## config.mk

```make
export PLATFORM = sky130hd
export DESIGN_NAME = sup_rst_gen
export DESIGN_NICKNAME = d
export VERILOG_FILES = /design/src/rtl/sup_rst_pkg.sv /design/src/rtl/sup_rst_sync.sv /design/src/rtl/sup_rst_timer.sv /design/src/rtl/sup_rst_fsm.sv /design/src/rtl/sup_rst_gen.sv
export SDC_FILE = /design/constraint.sdc
export NUM_CORES = 1
export LEC_CHECK = 0
export ABC_AREA = 1
export BUFFER_PORTS_ARGS = -buffer_cell sky130_fd_sc_hd__buf_2
export CAP_MARGIN = 15
export CORE_AREA = 3 3 40 42
export DETAILED_ROUTE_END_ITERATION = 12
export DIE_AREA = 0 0 43 45
export PLACE_DENSITY = 0.49
export SLEW_MARGIN = 20
export SYNTH_ARGS = -nofsm -noshare
export SYNTH_HDL_FRONTEND = slang
export SYNTH_SLANG_ARGS = --single-unit
export TNS_END_PERCENT = 5
```

## constraint.sdc

```tcl
create_clock -name clk -period 1.7 [get_ports clk]
set_input_delay 0.255 -clock clk [delete_from_list [all_inputs] [get_ports clk]]
set_output_delay 0.255 -clock clk [all_outputs]
set_load 0.02 [all_outputs]
```

## src/rtl/sup_rst_pkg.sv

```systemverilog
package sup_rst_pkg;

    typedef enum logic [1:0] {
        ST_HOLD    = 2'd0,
        ST_RECOVER = 2'd1,
        ST_RUN     = 2'd2
    } sup_state_t;

endpackage

```

## src/rtl/sup_rst_sync.sv

```systemverilog
module sup_rst_sync #(
    parameter int STAGES = 2
) (
    input  logic clk,
    input  logic arst_n,
    input  logic async_in,
    output logic sync_out
);

    logic [STAGES-1:0] chain;

    always_ff @(posedge clk or negedge arst_n) begin
        if (!arst_n) begin
            chain <= '1;
        end else begin
            chain <= {chain[STAGES-2:0], async_in};
        end
    end

    assign sync_out = chain[STAGES-1];

endmodule

```

## src/rtl/sup_rst_timer.sv

```systemverilog
module sup_rst_timer #(
    parameter int REC_CYCLES = 20
) (
    input  logic clk,
    input  logic arst_n,
    input  logic run,
    output logic done
);

    localparam int CW = $clog2(REC_CYCLES + 1);
    localparam logic [CW-1:0] LAST = CW'(REC_CYCLES - 1);

    logic [CW-1:0] cnt;

    assign done = run && (cnt == LAST);

    always_ff @(posedge clk or negedge arst_n) begin
        if (!arst_n) begin
            cnt <= '0;
        end else if (!run) begin
            cnt <= '0;
        end else if (cnt != LAST) begin
            cnt <= cnt + 1'b1;
        end
    end

endmodule

```

## src/rtl/sup_rst_fsm.sv

```systemverilog
module sup_rst_fsm
    import sup_rst_pkg::*;
(
    input  logic clk,
    input  logic arst_n,
    input  logic cause,
    input  logic tmr_done,
    output logic tmr_run,
    output logic rst_asserted
);

    sup_state_t state, state_nx;

    always_comb begin
        state_nx = state;
        unique case (state)
            ST_HOLD:    if (!cause) state_nx = ST_RECOVER;
            ST_RECOVER: begin
                if (cause)         state_nx = ST_HOLD;
                else if (tmr_done) state_nx = ST_RUN;
            end
            ST_RUN:     if (cause) state_nx = ST_HOLD;
            default:    state_nx = ST_HOLD;
        endcase
    end

    always_ff @(posedge clk or negedge arst_n) begin
        if (!arst_n) begin
            state <= ST_RECOVER;
        end else begin
            state <= state_nx;
        end
    end

    always_comb begin
        tmr_run      = (state == ST_RECOVER);
        rst_asserted = (state != ST_RUN);
    end

endmodule

```

## src/rtl/sup_rst_gen.sv

```systemverilog
module sup_rst_gen #(
    parameter int REC_CYCLES  = 20,
    parameter int SYNC_STAGES = 2
) (
    input  logic clk,
    input  logic arst_n,
    input  logic supply_ok,
    input  logic mr_n,
    output logic rst_n_o,
    output logic rst_o,
    output logic rst_active_o
);

    logic mr_n_s;
    logic cause;
    logic tmr_run;
    logic tmr_done;
    logic asserted;

    sup_rst_sync #(.STAGES(SYNC_STAGES)) u_sync (
        .clk      (clk),
        .arst_n   (arst_n),
        .async_in (mr_n),
        .sync_out (mr_n_s)
    );

    assign cause = !supply_ok || !mr_n_s;

    sup_rst_timer #(.REC_CYCLES(REC_CYCLES)) u_timer (
        .clk    (clk),
        .arst_n (arst_n),
        .run    (tmr_run),
        .done   (tmr_done)
    );

    sup_rst_fsm u_fsm (
        .clk          (clk),
        .arst_n       (arst_n),
        .cause        (cause),
        .tmr_done     (tmr_done),
        .tmr_run      (tmr_run),
        .rst_asserted (asserted)
    );

    assign rst_n_o      = !asserted;
    assign rst_o        = asserted;
    assign rst_active_o = asserted;

endmodule

```

==> reports/metrics.cfg <==
[routing]
route.final.wire_length_um=667
final_antenna_net_count=0
number_of_iterations_in_the_first_detailed_routing_pass=3
drt-wirelength-per-cell_um=8.893
drc=0
avgViaCountPerCell=4.333
first_iter_violations=8
dr_total_vias=325

[timing]
setup_viol=0
relSlewSlack_pct=86.72
setup-tns-final_ps=0
worst_pin_slew_ps=199.2
timing.clock.skew_ps=2.515
hold_violations=0
timing.final.crit_period_ps=1419
rsz0062_at_grt=false
final-max-slew-violation-count=0
final.period_utilization_pct=83.46
highest_clock_frequency_the_design_can_meet_mhz=704.8

[layout]
final_common_cell=sky130_fd_sc_hd__nand2_1
num-fill-cells=137
fin_util_pct=39.92
nets=66
area_delta_synth_final_pct=18.16
summed_area_of_non_filler_cells_in_the_final_layout_um2=513.0
final_layout_size_suffix_gt1_share_pct=28.33
most-common-layout-cells=13 x sky130_fd_sc_hd__nand2_1, 8 x sky130_fd_sc_hd__inv_1, 6 x sky130_fd_sc_hd__buf_2, 6 x sky130_fd_sc_hd__dfrtp_1, 5 x sky130_fd_sc_hd__nor2_1
final_cell_count_no_fill=75
antennaDiodeCount=0

[worst_setup_path]
worstSetupEndpointType=primary output
required_ps=1440
rr_startpoint=u_timer.cnt[0]
cp-endpoint=rst_n_o
regToRegSetupSlack_ps=560
reg2regPathDepth=6
cp-start-kind=register
worst-setup-path-type=reg -> out
critical_path_peak_fanout=3
timing.critical_path.arrival_ps=1160
crit_start=u_fsm.state[0]
rr_endpoint=u_timer.cnt[0]

[grt]
grt.overflow.total=0
groute.usage.overall_pct=8.263
antenna_found_initial=0
grt_start_max_net_pins=10
global_route.usage.met1_pct=10.50
global_route_wire_length_before_repair_mm=1.131
grt_busiest_layer=met2
grt_pass1_vias=282
grt.met3_usage_pct=5.976
grtUsageMet2_pct=11.38

[hold_path]
worst_hold_startpoint=mr_n
worst_hold_path_type=in -> reg

[run_status]
run_status=finished, final reports clean

[clocking]
clk-insertion-delay-late_ps=260
clock_sinks=9
worst_setup_hold_path_clk_slew_ps=60
cts.htree.levels=1
post_cts_resized=0
cts-buffers-inserted=3
cts_tree=yes
cts_max_path_buffers=2
clock-root-buffer=sky130_fd_sc_hd__clkbuf_4

[power]
powerDensity_nw_per_um2=795.7
power.combinational.fraction_pct=5.6
swShare_pct=21.98
intPower_uw=318.5
switching_power_uw=89.74
power.static_leakage_nw=0.2661
power.clock.fraction_pct=39.0
worst_ir_drop_vdd_mv=0.6095
pwr-share-seq_pct=55.5

[placement]
placed_cells=70
io_buffers=6
placed_area_um2=475.5
gp_congestion=0.7403
detailed_place_hpwl_um=551.6

[die]
die_height_um=45
die_width_um=43
core_area_um2=1285
rows=13
die_area_um2=1935
top_level_ports=7
initial_utilization_pct=33.79

[logic_synthesis]
synth-seq-cells=9
synth_area_per_cell_um2=8.683
post_synthesis_instance_total=50
ys_seq_area_share_pct=52.74
synth_fp_nets=55
synthesis.area_um2=434.2
synth_cell_types=15
yosys_warnings=0

[flow_run]
count_of_max_cap_constraint_violations=0

[synth_stat cells, drive strengths merged]
cell	n	area, µm²
buf	1	7.510
dfrtp	6	150.1
dfstp	3	78.83
ha	1	12.51
inv	8	30.03
nand2	14	55.06
nand3	4	20.02
nand4	3	18.77
nor2	7	36.29
o21ai	1	8.760
o21bai	1	7.510
xnor2	1	8.760
[layout make-up]
type / count / area [µm²] / share of cell area [%]
sequential: 9 / 229.0 / 44.63
multi-input combinational: 32 / 167.7 / 32.68
timing repair buffer: 7 / 40.04 / 7.805
inverter: 8 / 30.03 / 5.854
clock buffer: 3 / 22.52 / 4.390
tap: 15 / 18.77 / 3.659
clock inverter: 1 / 5.005 / 0.9756
[how the worst min path moves through the flow]
stage / slack [ps] / cells past startpoint / end
floorplan: -40 / 0 / u_fsm.state[1]
global placement: 120 / 1 / u_fsm.state[1]
detailed placement: 120 / 1 / u_fsm.state[1]
CTS: 80 / 1 / u_sync.chain[0]
global route: 80 / 1 / u_sync.chain[0]
finish: 90 / 1 / u_sync.chain[0]
[critical path, stage by stage (launching register included)]
cell	delay (ps)
sky130_fd_sc_hd__dfstp_2	540
sky130_fd_sc_hd__inv_1	70
sky130_fd_sc_hd__nand2_1	90
sky130_fd_sc_hd__inv_1	60
sky130_fd_sc_hd__buf_2	150
[per-layer routing]
layer  share of wire, %  up-vias
met5                  0        -
met4                  0        0
met3                6.9        0
met2                 42        7
met1                 51      142
li1                   -      176
[registers in the layout, summed over array words and instances (netlist names)]
signal and flops:
u_sync.chain 2, u_fsm.state 2, u_timer.cnt 5
[per-stage QoR]
stage / hold slack, ps / total power, mW / setup WS (ps)
2_1_floorplan: -40.59 / 0.2413 / 501.8
4_1_cts: 79.98 / 0.4196 / 264.1
3_5_place_dp: 118.2 / 0.2520 / 549.3
5_1_grt: 78.61 / 0.4311 / 217.3
3_3_place_gp: 116.4 / 0.2516 / 567.6
6_report: 92.52 / 0.4082 / 281.2
[power groups by stage]
stage | combinational (mW) | clock (mW) | sequential (mW)
final | 0.0227 | 0.159 | 0.226
after global routing | 0.0260 | 0.178 | 0.227
after CTS | 0.0237 | 0.170 | 0.226
after detailed placement | 0.0218 | 0 | 0.230
after global placement | 0.0216 | 0 | 0.230
after floorplan | 0.0120 | 0 | 0.229
[kinds of logic (layout without fill, tap and decap cells)]
logic type                 count (synthesis)  after routing  share of synthesized area [%]
and+or+nand+nor                           28             28                          29.97
buffers and inverters                      9             19                          8.646
AOI/OAI and AO/OA                          2              2                          3.747
xor gates and xnor gates                   1              1                          2.018
adders and majority gates                  1              1                          2.881
DFF                                        9              9                          52.74
[timing repair]
| action | in CTS | in global routing |
|---|---|---|
| endpoints found under the hold margin | 6 | 0 |
| buffers inserted | 0 | 0 |
| hold buffers | 1 | 0 |
No activity file was read; power rests on OpenSTA's default activity.
